==> src/rtl/cia_pkg.sv <==
package cia_pkg;

    localparam int unsigned ADDR_W = 4;

    typedef logic [ADDR_W-1:0] reg_addr_t;

    // What an accepted read resolved to
    typedef enum logic [1:0] {
        RK_NONE = 2'd0,
        RK_CHAN = 2'd1,
        RK_SUM  = 2'd2
    } rd_kind_e;

endpackage

==> src/rtl/cia_sync.sv <==
module cia_sync #(
    parameter int W = 8
) (
    input  logic         clk,
    input  logic         rst_n,
    input  logic [W-1:0] d,
    output logic [W-1:0] q
);

    typedef struct packed {
        logic [W-1:0] s1;
        logic [W-1:0] s2;
    } sync_st_t;

    sync_st_t st_d, st_q;

    always_comb begin
        st_d    = st_q;
        st_d.s1 = d;
        st_d.s2 = st_q.s1;
    end

    always_ff @(posedge clk or negedge rst_n) begin
        if (!rst_n) st_q <= '0;
        else        st_q <= st_d;
    end

    assign q = st_q.s2;

endmodule

==> src/rtl/cia_chan.sv <==
module cia_chan #(
    parameter int W = 8
) (
    input  logic         clk,
    input  logic         rst_n,
    input  logic [W-1:0] stat,
    input  logic [W-1:0] mask,
    input  logic         clr,
    input  logic [W-1:0] clr_val,
    output logic [W-1:0] pend
);

    typedef struct packed {
        logic [W-1:0] ref_v;
    } chan_st_t;

    chan_st_t st_d, st_q;

    always_comb begin
        st_d = st_q;
        if (clr) st_d.ref_v = clr_val;
    end

    always_ff @(posedge clk or negedge rst_n) begin
        if (!rst_n) st_q <= '0;
        else        st_q <= st_d;
    end

    // Pending is judged against the reference as it stands after this edge
    assign pend = (stat ^ st_d.ref_v) & ~mask;

    // the reference moves only when this channel's read closes
    a_r9_ref_only_on_clear: assert property (@(posedge clk) disable iff (!rst_n)
        !clr |=> $stable(st_q.ref_v));

endmodule

==> src/rtl/cia_pick.sv <==
module cia_pick #(
    parameter int N  = 4,
    parameter int IW = 2
) (
    input  logic [N-1:0]  req,
    output logic          found,
    output logic [IW-1:0] idx
);

    always_comb begin
        found = |req;
        idx   = '0;
        for (int i = N - 1; i >= 0; i--) begin
            if (req[i]) idx = IW'(i);
        end
    end

endmodule

==> src/rtl/chg_irq_agg.sv <==
module chg_irq_agg
    import cia_pkg::*;
#(
    parameter int        NUM_CH     = 4,
    parameter int        STAT_W     = 8,
    parameter reg_addr_t REDIR_ADDR = 4'd15,
    parameter reg_addr_t SUM_ADDR   = 4'd4
) (
    input  logic                     clk,
    input  logic                     rst_n,
    input  logic [NUM_CH*STAT_W-1:0] stat_in,
    input  logic [NUM_CH*STAT_W-1:0] mask_in,
    input  logic                     rd_begin,
    input  logic [ADDR_W-1:0]        rd_addr,
    input  logic                     rd_finish,
    output logic [ADDR_W-1:0]        rd_reg,
    output logic [STAT_W-1:0]        rd_data,
    output logic                     irq_pin
);

    localparam int CH_W = (NUM_CH > 1) ? $clog2(NUM_CH) : 1;

    typedef struct packed {
        logic              active;
        rd_kind_e          kind;
        logic [CH_W-1:0]   chan;
        reg_addr_t         addr;
        logic [STAT_W-1:0] hold;
        logic              irq;
    } top_st_t;

    top_st_t st_d, st_q;

    logic [NUM_CH*STAT_W-1:0] stat_s;
    logic [STAT_W-1:0]        stat_arr [NUM_CH];
    logic [STAT_W-1:0]        pend_arr [NUM_CH];
    logic [NUM_CH-1:0]        ch_pend;
    logic [NUM_CH-1:0]        clr_vec;
    logic                     any_pend;
    logic                     pick_found;
    logic [CH_W-1:0]          pick_idx;
    logic                     accept;

    cia_sync #(.W(NUM_CH*STAT_W)) u_sync (
        .clk   (clk),
        .rst_n (rst_n),
        .d     (stat_in),
        .q     (stat_s)
    );

    for (genvar c = 0; c < NUM_CH; c++) begin : g_chan
        assign stat_arr[c] = stat_s[c*STAT_W +: STAT_W];

        cia_chan #(.W(STAT_W)) u_chan (
            .clk     (clk),
            .rst_n   (rst_n),
            .stat    (stat_arr[c]),
            .mask    (mask_in[c*STAT_W +: STAT_W]),
            .clr     (clr_vec[c]),
            .clr_val (st_q.hold),
            .pend    (pend_arr[c])
        );

        assign ch_pend[c] = |pend_arr[c];
    end

    assign any_pend = |ch_pend;

    cia_pick #(.N(NUM_CH), .IW(CH_W)) u_pick (
        .req   (ch_pend),
        .found (pick_found),
        .idx   (pick_idx)
    );

    // A channel's reference is refreshed when its read closes
    always_comb begin
        clr_vec = '0;
        if (st_q.active && rd_finish && st_q.kind == RK_CHAN)
            clr_vec[st_q.chan] = 1'b1;
    end

    assign accept = rd_begin && (!st_q.active || rd_finish);

    always_comb begin
        reg_addr_t         res_addr;
        logic [STAT_W-1:0] summ;

        st_d     = st_q;
        st_d.irq = any_pend;
        res_addr = rd_addr;
        summ     = '0;
        summ[NUM_CH-1:0] = ch_pend;
        summ[STAT_W-1]   = any_pend;

        if (st_q.active && rd_finish) st_d.active = 1'b0;

        if (accept) begin
            if (rd_addr == REDIR_ADDR)
                res_addr = pick_found ? ADDR_W'(pick_idx) : SUM_ADDR;
            st_d.active = 1'b1;
            st_d.addr   = res_addr;
            if (int'(res_addr) < NUM_CH) begin
                st_d.kind = RK_CHAN;
                st_d.chan = res_addr[CH_W-1:0];
                st_d.hold = stat_arr[res_addr[CH_W-1:0]];
            end else if (res_addr == SUM_ADDR) begin
                st_d.kind = RK_SUM;
                st_d.hold = summ;
            end else begin
                st_d.kind = RK_NONE;
                st_d.hold = '0;
            end
        end
    end

    always_ff @(posedge clk or negedge rst_n) begin
        if (!rst_n) st_q <= '0;
        else        st_q <= st_d;
    end

    assign rd_reg  = st_q.addr;
    assign rd_data = st_q.hold;
    assign irq_pin = st_q.irq;

    // with every bit masked the pin must stay low
    a_r3_all_masked_quiet: assert property (@(posedge clk) disable iff (!rst_n)
        (&mask_in) |=> !irq_pin);

    // a summary read carries the same condition as the pin
    a_r4_summary_matches_pin: assert property (@(posedge clk) disable iff (!rst_n)
        (accept && rd_addr == SUM_ADDR) |=> (rd_data[STAT_W-1] == irq_pin));

    // a redirected read with something pending lands on a channel
    a_r6_redirect_to_channel: assert property (@(posedge clk) disable iff (!rst_n)
        (accept && rd_addr == REDIR_ADDR && any_pend) |=> (int'(rd_reg) < NUM_CH));

    // a redirected read with nothing pending lands on the summary
    a_r8_empty_to_summary: assert property (@(posedge clk) disable iff (!rst_n)
        (accept && rd_addr == REDIR_ADDR && !any_pend)
            |=> (rd_reg == SUM_ADDR && !rd_data[STAT_W-1]));

    // an opening request during an open read changes nothing
    a_r11_busy_ignore: assert property (@(posedge clk) disable iff (!rst_n)
        (st_q.active && rd_begin && !rd_finish) |=> ($stable(rd_reg) && $stable(rd_data)));

endmodule

==> config.mk <==
export PLATFORM = sky130hd
export DESIGN_NAME = chg_irq_agg
export DESIGN_NICKNAME = d
export VERILOG_FILES = /design/src/rtl/cia_pkg.sv /design/src/rtl/cia_sync.sv /design/src/rtl/cia_chan.sv /design/src/rtl/cia_pick.sv /design/src/rtl/chg_irq_agg.sv
export SDC_FILE = /design/constraint.sdc
export NUM_CORES = 1
export LEC_CHECK = 0
export BUFFER_PORTS_ARGS = -buffer_cell sky130_fd_sc_hd__buf_2
export CORE_ASPECT_RATIO = 0.7
export CORE_MARGIN = 2
export CORE_UTILIZATION = 56
export DETAILED_ROUTE_END_ITERATION = 10
export PLACE_DENSITY = 0.79
export SKIP_CTS_REPAIR_TIMING = 1
export SYNTH_ARGS = -nofsm -noshare
export SYNTH_HDL_FRONTEND = slang
export SYNTH_SLANG_ARGS = --single-unit
==> constraint.sdc <==
create_clock -name clk -period 3.9 [get_ports clk]
set_input_delay 1.17 -clock clk [delete_from_list [all_inputs] [get_ports clk]]
set_output_delay 1.17 -clock clk [all_outputs]
set_load 0.02 [all_outputs]
==> reports/summary.txt, run 1 <==
status: complete, no violations
Tightest Hold Check Type: reg -> reg
DR iter-0 viols: 503
starting density of the core: 0.5736
FF-to-FF Start: u_sync.q[29]
CORE AREA: 9035 um2
CTS Sinks: 114
Async S/R FF share, synth: 1.000
Critical Path Start: mask_in[26]
Antenna diodes: 0
multi-input logic area: 2156 um2
Tmin final: 3635 ps
fin nets: 629
clock buffer depth: 2
Port Buffers: 84
synthesized area per cell: 11.24 um2
Crit. End Element: register
CTS clk-pin slew, worst paths: 60 ps
Seq/Total Area, Yosys: 0.5505
antenna violations before repair: 0
Vias: 4,209
worst skew pair latency: 420 ps
synthesized area: 5182 um2
P per Cell Area: 572.0 nW/um2
syn nets: 533
H-Tree Depth: 4
Slew headroom: 0.5277
Clock Skew: 8.517 ps
Yosys warnings: 0
WP data required: 4170 ps
Overflow after GRT: 0
DR DRC count: 0
# fillers: 650
HPWL Detailed: 9.595 mm
Final ANT Viol Nets: 0
largest net degree at the start of global routing: 56
Worst Setup Start Kind: input pin
WS Path Type: in -> reg
Die W: 119.0 um
I/O Pins: 85
Critical Path, Cell by Cell: buf_2, nor3b_1, or4_1, or4_1, a211o_1, nor4_4, and3_4, o31ai_4, nand2_2, o221ai_1
post-synth cell types: 60
Arr. time, crit path: 3910 ps
Die H: 84.49 um
CTS root buf: clkbuf_16
vias per cell: 6.065
ratio of cells with drive above 1 in the final layout: 0.2930
Hold Startpoint: u_sync.st_d[6]
most common cell in the netlist: dfrtp_1
Worst path slowest cell: or4_1
DRT Pass-1 Iters: 5
P&R area growth vs syn: 22.72%
slowest stage delay, CP: 570 ps
post-synth top area share: 0.5505
FF/Latch Area: 2853 um2
synth cell count leaders: 114 x dfrtp_1, 61 x nand2_1, 46 x nor3b_1
cell mode on critical path: or4_1
Achievable Freq: 275.1 MHz
IR drop worst, VDD: 0.3847 mV
Leak: 2.938 nW
final period utilization: 0.9321
TNS Setup: 0 ps
GPL Wtd Cong: 0.9605
max-cap viol count: 0
cells after synthesis: 461
unrepaired setup endpoints after global routing: false
Seq cells post-synth: 114
Placed Cells: 662
Post-Route WL: 13.57 mm
row cnt: 29
area leader, netlist: dfrtp_1
fin cells: 694
Critical Path Fanout Max: 7
# setup viols final: 0
TritonCTS Buffers: 17
number of global-route vias before repair: 4,233
Hold Vio Cnt, Final: 0
Max Slew Vio Count: 0
first-pass GRT wire length: 21.78 mm
worst slew pin tran: 708.5 ps
main flop type after synthesis: dfrtp_1
Die ar.: 10,050 um2
TritonCTS clock tree: done
number of flops mapped to enable cells by yosys: 0
routed len/inst: 19.55 um
Total GRT Usage: 0.2899
most area-consuming cells after synthesis: dfrtp_1 55%, nor3b_1 6.7%, nand2_1 4.4%, mux2_2 3.7%, mux2i_1 3.3%
critical path: cells and delay by family:
family	cells	cell delay [ps]
AND/OR/NAND/NOR	6	1960
buffers and inverters	1	120
AO/OA/AOI/OAI	3	640
logic make-up after synthesis:
kind of cell,synth area share
simple gates,0.2086
xor+xnor,0.03042
flops,0.5505
mux,0.06977
buf+inv,0.03477
compound gates,0.1060
where the power goes:
| part | internal, mW | switching [mW] |
|---|---|---|
| clock | 1.02 | 0.561 |
| combinational | 0.264 | 0.296 |
| sequential | 1.34 | 0.162 |
worst paths after layout:
kind	endpoint	slack, ps	depth (start not counted)
setup / recovery	rd_data[1]	260	10
hold / removal	u_sync.q[6]	340	0
setup reg to reg	rd_data[1]	640	9
hold reg to reg	u_sync.q[6]	340	0
max in group asynchronous	u_sync.q[21]	2330	2
min in group asynchronous	rd_reg[3]	800	1
per-layer routing:
metal  vias to the layer above  track usage  wire length, um  part of all wire
met5                         -            0                0                 0
met4                         0       0.1234              227             0.017
met3                        24      0.09171             1576              0.12
met2                       290       0.4227             5986              0.44
met1                      2047       0.4037             5776              0.43
li1                       1848            -                -                 -
area by class of cell:
cell class                 count  area share
clock buffer                  19     0.06964
timing repair buffer         103     0.08892
clock inverter                13     0.02538
sequential                   114      0.4486
inverter                       7    0.004131
multi-input combinational    314      0.3390
tap                          124     0.02440
metrics by stage:
stage	instance area [um2]	hold slack [ps]	total power [mW]	utilization	worst slack (ps)
after floorplan	5182	331.2	1.847	-	325.0
after global placement	5756	333.0	2.028	0.6370	43.98
after detailed placement	5756	334.7	2.054	0.6370	-77.95
after CTS	6360	346.4	3.641	0.7039	343.6
after global routing	6360	351.5	3.781	0.7039	201.5
final	6360	344.3	3.638	0.7039	264.9
layout by cell type (no fill, tap or decap), types with 3 or more instances in the layout:
master,n
nand2b_1,7
o2111ai_1,3
or3b_2,4
a22oi_1,5
nor2_1,33
mux2i_1,17
o221ai_2,4
bufinv_16,3
a21o_1,3
inv_1,7
nor4_1,8
nor3b_1,46
o211ai_1,3
clkinv_2,3
buf_4,20
a2111oi_0,4
o22ai_1,4
xnor2_1,18
nand3_1,9
mux2_2,17
and3_1,3
clkbuf_16,17
clkinv_4,3
dfrtp_1,114
o221ai_1,4
clkinvlp_4,4
nand2_1,61
a21oi_1,8
buf_2,83
or4_1,4
o21ai_0,8
No activity file was read; power rests on OpenSTA's default activity.
==> run 2: changes to the inputs <==
- ABC_AREA: not set -> 1
- BUFFER_PORTS_ARGS: -buffer_cell sky130_fd_sc_hd__buf_2 -> not set
- CORE_UTILIZATION: 56 -> 63
- DONT_BUFFER_PORTS: not set -> 1
==> run 2 against run 1 <==
  * Clock power grew 3%
  * Non-clock buffer count shrank 100
  * Core utilization grew 2.1 points
  * Maximum frequency grew 5.9%
  * Largest cell class unchanged
  * Critical path depth grew 9
  * Sequential share of layout area grew 5.3 points
  * Wire length shrank 11%
  * Via count shrank 7.5%
  * Largest power group unchanged
  * Clock skew shrank 2.7 ps
==> reports/summary.txt, run 2 <==
Max Slew Vio Count: 0 (unchanged)
Final ANT Viol Nets: 0 (unchanged)
# fillers: 570 (-12%)
P_int: 2.536 mW (-3.2%)
Hold Vio Cnt, Final: 0 (unchanged)
Worst path slowest cell: nor2_4
Tightest Hold Check Type: reg -> reg
combinational power share: 0.119 (-0.035)
unrepaired setup endpoints after global routing: false
Die H: 79.15 um (-6.3%)
Post-Synth Simple-Gate Area: 0.3407 (+0.1321)
CORE AREA: 7838 um2 (-13%)
syn nets: 636 (+19%)
ratio of cells with drive above 1 in the final layout: 0.1213 (-0.1717)
P&R area growth vs syn: 11.87%
Die ar.: 8813 um2 (-12%)
hold slack: 342.8 ps (-1.420 ps)
Port Buffers: 0 (-100%)
Reg power frac: 0.413 (about the same)
Worst Setup Start Kind: input pin
row cnt: 27 (-6.9%)
final instance area: 5685 um2 (-11%)
DR iter-0 viols: 377 (-25%)
CTS Sinks: 114 (unchanged)
Post-Synth XOR/XNOR Area: 0 (-0.03042)
Antenna diodes: 0 (unchanged)
post-synth cell types: 27 (-55%)
synthesized area: 5082 um2 (-1.9%)
Critical Path Fanout Max: 21 (+14)
Leak: 2.863 nW (-2.6%)
largest family of logic cells by synthesized area: simple AND/OR/NAND/NOR gates
clock buffer depth: 2 (unchanged)
Async S/R FF share, synth: 1.000 (unchanged)
main flop type after synthesis: dfrtp_1
fin nets: 636 (+1.1%)
vias per cell: 5.745 (-5.3%)
status: complete, no violations
commonest non-fill, non-tap cell in the layout: nand2_1
I/O Pins: 85 (unchanged)
Placed Area: 5059 um2 (-12%)
worst path bufs/invs: 3 (+2)
number of global-route vias before repair: 3,742 (-12%)
Yosys warnings: 0 (unchanged)
IR drop worst, VDD: 0.6206 mV (+61%)
Tmin final: 3433 ps (-202.0 ps)
post-synth top area share: 0.5613 (+0.01084)
Arr. time, crit path: 3780 ps (-130 ps)
TNS Setup: 0 ps (unchanged)
Synth Area in Compound Gates: 0.01994 (-0.08605)
most area-consuming cells after synthesis: dfrtp_1 56%, nand2_1 13%, nand3_1 9.3%, nand3b_1 6.2%, inv_1 3.7%
CTS clk-pin slew, worst paths: 60 ps (about the same)
slowest stage delay, CP: 410 ps (-160 ps)
area leader, netlist: dfrtp_1
Post-Route WL: 12.08 mm (-11%)
routed len/inst: 17.82 um (-8.8%)
Total GRT Usage: 0.2959 (+0.006040)
synth cell count leaders: 172 x nand2_1, 114 x dfrtp_1, 94 x nand3_1
final period utilization: 0.8803 (-0.05178)
TritonCTS clock tree: done
# setup viols final: 0 (unchanged)
Achievable Freq: 291.3 MHz (+5.9%)
starting density of the core: 0.6485 (+0.07486)
number of flops mapped to enable cells by yosys: 0 (unchanged)
largest net degree at the start of global routing: 115 (+110%)
cell mode on critical path: nand2_1
total power: 3.472 mW (-4.5%)
cells after synthesis: 564 (+22%)
CTS root buf: clkbuf_16
worst slew pin tran: 558.5 ps (-150.0 ps)
fraction of synthesized area in multiplexers: 0 (-0.06977)
Clock Skew: 5.785 ps (-2.732 ps)
Vias: 3,895 (-7.5%)
Overflow after GRT: 0 (unchanged)
dpl ws: 155.2 ps (+233.2 ps)
WS Path Type: in -> reg
worst skew pair latency: 410 ps (about the same)
Die W: 111.4 um (-6.4%)
Seq cells post-synth: 114 (unchanged)
WP data required: 4250 ps (+80 ps)
TritonCTS Buffers: 17 (unchanged)
clock power share: 0.467 (+0.033)
most frequent cells in the layout: 172 x nand2_1, 114 x dfrtp_1, 94 x nand3_1, 50 x inv_1, 42 x nand3b_1
switch share: 0.2698 (-0.01034)
synthesized area per cell: 9.011 um2 (-20%)
antenna violations before repair: 0 (unchanged)
Final WS setup: 466.9 ps (+202.0 ps)
max-cap viol count: 0 (unchanged)
first-pass GRT wire length: 19.53 mm (-10%)
Psw: 0.9369 mW (-8.1%)
most common cell in the netlist: nand2_1
Critical Path, Cell by Cell: nand2_2, nor2_4, buf_4, nand3_1, nand2_1, nand2_1, nand3b_1, nand2_1, nor2_1, nand2_1, inv_1, nand2_1, nand3_4, nand2_4, nor2_1, nand2_2, o21ai_1, inv_1, nand2_1
Seq/Total Area, Yosys: 0.5613 (+0.01084)
Crit. End Element: register
Slew headroom: 0.6277 (+0.1000)
DRT Pass-1 Iters: 6 (+1)
fraction of the mapped netlist area in adder cells: 0 (unchanged)
kind of cell adding the most delay to the critical path: simple AND/OR/NAND/NOR gates
DR DRC count: 0 (unchanged)
HPWL Detailed: 8.309 mm (-13%)
P per Cell Area: 610.8 nW/um2 (+6.8%)
H-Tree Depth: 4 (unchanged)
GPL Wtd Cong: 0.9830 (+2.3%)
-- run 2: cell types whose count changed after synthesis, moves of 14 or more --
cell / before / now
mux2i_1: 17 / 0
nand2_2: 1 / 15
nand2_1: 61 / 172
nor2_1: 33 / 14
mux2_2: 17 / 0
nand3b_1: 1 / 42
nor3b_1: 46 / 0
inv_1: 7 / 50
nand3_1: 9 / 94
xnor2_1: 18 / 0
-- run 2: final cells by class --
type,count,area [um2],area share
clock inverters,14,187.7,0.03301
multi-input cells,369,1833,0.3224
flip-flops and latches,114,2853,0.5018
well taps,101,126.4,0.02223
inverters,59,224.0,0.03939
repair buffers,3,22.52,0.003961
clock buffers,18,439.2,0.07724
-- run 2: per-layer routing --
layer	wire, um	track usage	vias up
li1	-	-	1814
met3	1234	0.08779	21
met2	5393	0.4384	180
met4	212	0.1259	0
met5	0	0	-
met1	5240	0.4127	1880
-- run 2: final timing paths --
kind	cells past startpoint	from	slack, ps	endpoint
min in group asynchronous	0	rst_n	450	u_sync.q[23]
worst min-delay path	0	u_sync.st_d[27]	340	u_sync.q[27]
worst min register to register	0	u_sync.st_d[27]	340	u_sync.q[27]
worst max register to register	19	st_q[14]	700	rd_data[1]
worst max-delay path	19	rd_finish	470	rd_data[1]
max in group asynchronous	0	rst_n	3230	g_chan[2].u_chan.st_q[0]
-- run 2: power groups by stage --
| stage | Combinational (mW) | Sequential [mW] | Clock (mW) |
|---|---|---|---|
| final | 0.415 | 1.44 | 1.62 |
| after global routing | 0.471 | 1.45 | 1.68 |
| after CTS | 0.411 | 1.43 | 1.64 |
| after detailed placement | 0.401 | 1.45 | 0 |
| after global placement | 0.383 | 1.45 | 0 |
| after floorplan | 0.374 | 1.39 | 0 |
-- run 2: stage by stage --
step,cells,utilization
finish,678,0.7254
floorplan,564,-
global placement,646,0.6454
CTS,678,0.7254
detailed placement,646,0.6454
global route,678,0.7254
-- run 2: cells by family after synthesis --
family          count (synthesis)
simple gates                  353
flops                         114
buf+inv                        81
compound gates                 16
==> run 3: changes to the inputs <==
- ABC_AREA: 1 -> not set
==> run 3 against run 2 <==
  * Clock power is 6% lower
  * Sequential share of layout area down 1.3 points
  * Combinational power rose by 8.2%
==> reports/summary.txt, run 3 (same netlist as run 1, synthesis figures left out) <==
TritonCTS Buffers: 17 (unchanged)
DR DRC count: 0 (unchanged)
Critical Path Fanout Max: 7 (-67%)
TNS Setup: 0 ps (unchanged)
Arr. time, crit path: 3720 ps (-60 ps)
status: complete, no violations
Reg power frac: 0.435 (+0.022)
row cnt: 27 (unchanged)
Antenna diodes: 0 (unchanged)
IR drop worst, VDD: 0.4103 mV (-34%)
Final ANT Viol Nets: 0 (unchanged)
Leak: 2.568 nW (-10%)
CTS root buf: clkbuf_16
ratio of cells with drive above 1 in the final layout: 0.1563 (+0.03493)
fin cells: 581 (-14%)
antenna violations before repair: 0 (unchanged)
CTS clk-pin slew, worst paths: 50 ps (about the same)
Vias: 3,818 (-2.0%)
Psw: 0.9327 mW (-0.44%)
unrepaired setup endpoints after global routing: false
most frequent cells in the layout: 114 x dfrtp_1, 61 x nand2_1, 46 x nor3b_1, 33 x nor2_1, 18 x xnor2_1
final period utilization: 0.8842 (+0.003891)
Post-Route WL: 12.90 mm (+6.8%)
Tmin final: 3448 ps (+15.17 ps)
Die W: 112.4 um (+0.95%)
worst slew pin tran: 757.3 ps (+198.8 ps)
Total GRT Usage: 0.3073 (+0.01133)
routed len/inst: 22.21 um (+25%)
fin nets: 540 (-15%)
GPL Wtd Cong: 0.9479 (-3.6%)
Placed Cells: 550 (-15%)
combinational power share: 0.129 (+0.010)
clock power share: 0.436 (-0.031)
Slew headroom: 0.4951 (-0.1325)
first-pass GRT wire length: 20.22 mm (+3.6%)
I/O Pins: 85 (unchanged)
Overflow after GRT: 0 (unchanged)
Clock Skew: 6.106 ps (+0.3203 ps)
TritonCTS clock tree: done
Port Buffers: 0 (unchanged)
clock buffer depth: 2 (unchanged)
P_int: 2.555 mW (+0.78%)
Hold Vio Cnt, Final: 0 (unchanged)
P&R area growth vs syn: 12.72%
starting density of the core: 0.6528 (+0.004330)
DRT Pass-1 Iters: 5 (-1)
Die H: 79.89 um (+0.93%)
Worst Setup Start Kind: input pin
P per Cell Area: 597.1 nW/um2 (-2.2%)
HPWL Detailed: 9.145 mm (+10%)
CTS Sinks: 114 (unchanged)
vias per cell: 6.571 (+14%)
worst skew pair latency: 410 ps (about the same)
number of global-route vias before repair: 3,810 (+1.8%)
largest net degree at the start of global routing: 115 (unchanged)
H-Tree Depth: 4 (unchanged)
commonest non-fill, non-tap cell in the layout: dfrtp_1
WP data required: 4170 ps (-80 ps)
# setup viols final: 0 (unchanged)
Tightest Hold Check Type: reg -> reg
Max Slew Vio Count: 0 (unchanged)
Die ar.: 8979 um2 (+1.9%)
Crit. End Element: register
WS Path Type: in -> reg
Achievable Freq: 290.0 MHz (-0.44%)
CORE AREA: 7939 um2 (+1.3%)
DR iter-0 viols: 321 (-15%)
max-cap viol count: 0 (unchanged)
switch share: 0.2674 (-0.002392)
==> run 3: cell types whose count changed in the layout (fill, tap and decap cells not counted), sizes merged, moves of 17 or more <==
| cell | before | now |
|---|---|---|
| mux2 | 0 | 17 |
| nand3 | 96 | 9 |
| nand2 | 189 | 62 |
| nand3b | 42 | 1 |
| mux2i | 0 | 17 |
| inv | 58 | 7 |
| xnor2 | 0 | 18 |
| nor3b | 0 | 46 |
==> run 3: cell type report <==
type	instances	area (um2)
clock buffers	20	436.7
clock inverters	11	138.9
fillers	533	2097
inverters	7	26.28
multi-input cells	314	2156
flip-flops and latches	114	2853
well taps	101	126.4
repair buffers	14	105.1
==> run 3: worst max-delay path: stages <==
cell,delay [ps]
nor3b_1,30
or4_1,560
or4_1,460
a211o_1,340
nor4_4,360
and3_4,280
o31ai_4,140
nand2_2,210
o221ai_1,160
==> run 3: worst paths after layout <==
| check | start | end | slack, ps | cells after the start |
|---|---|---|---|---|
| setup reg to reg | rd_data[0] | rd_data[1] | 540 | 9 |
| hold reg to reg | u_sync.st_d[24] | u_sync.q[24] | 350 | 0 |
| hold / removal | u_sync.st_d[24] | u_sync.q[24] | 350 | 0 |
| max in group asynchronous | rst_n | u_sync.q[27] | 3310 | 0 |
| min in group asynchronous | rst_n | rd_data[7] | 450 | 0 |
| setup / recovery | mask_in[24] | rd_data[1] | 450 | 9 |
==> run 3: through the flow <==
step,util,hold slack (ps),cell area [um2],total power [mW],worst slack (ps)
floorplan,-,331.2,5182,1.847,325.0
global placement,0.6634,331.3,5266,1.940,157.8
finish,0.7359,345.4,5842,3.488,451.7
CTS,0.7359,346.6,5842,3.494,507.5
global route,0.7359,349.7,5842,3.619,320.9
detailed placement,0.6634,334.7,5266,1.967,75.20
==> run 3: routing by layer <==
metal  track usage  up-vias  part of all wire
li1              -     1669                 -
met1        0.4125     1912              0.43
met2        0.4361      210              0.43
met3        0.1336       27              0.12
met4        0.1341        0             0.023
met5             0        -                 0
==> run 3: power by group through the flow <==
stage / sequential [mW] / clock (mW) / combinational, mW
after floorplan: 1.44 / 0 / 0.410
after detailed placement: 1.53 / 0 / 0.441
after global placement: 1.52 / 0 / 0.420
after global routing: 1.54 / 1.59 / 0.493
after CTS: 1.51 / 1.54 / 0.445
final: 1.52 / 1.52 / 0.449
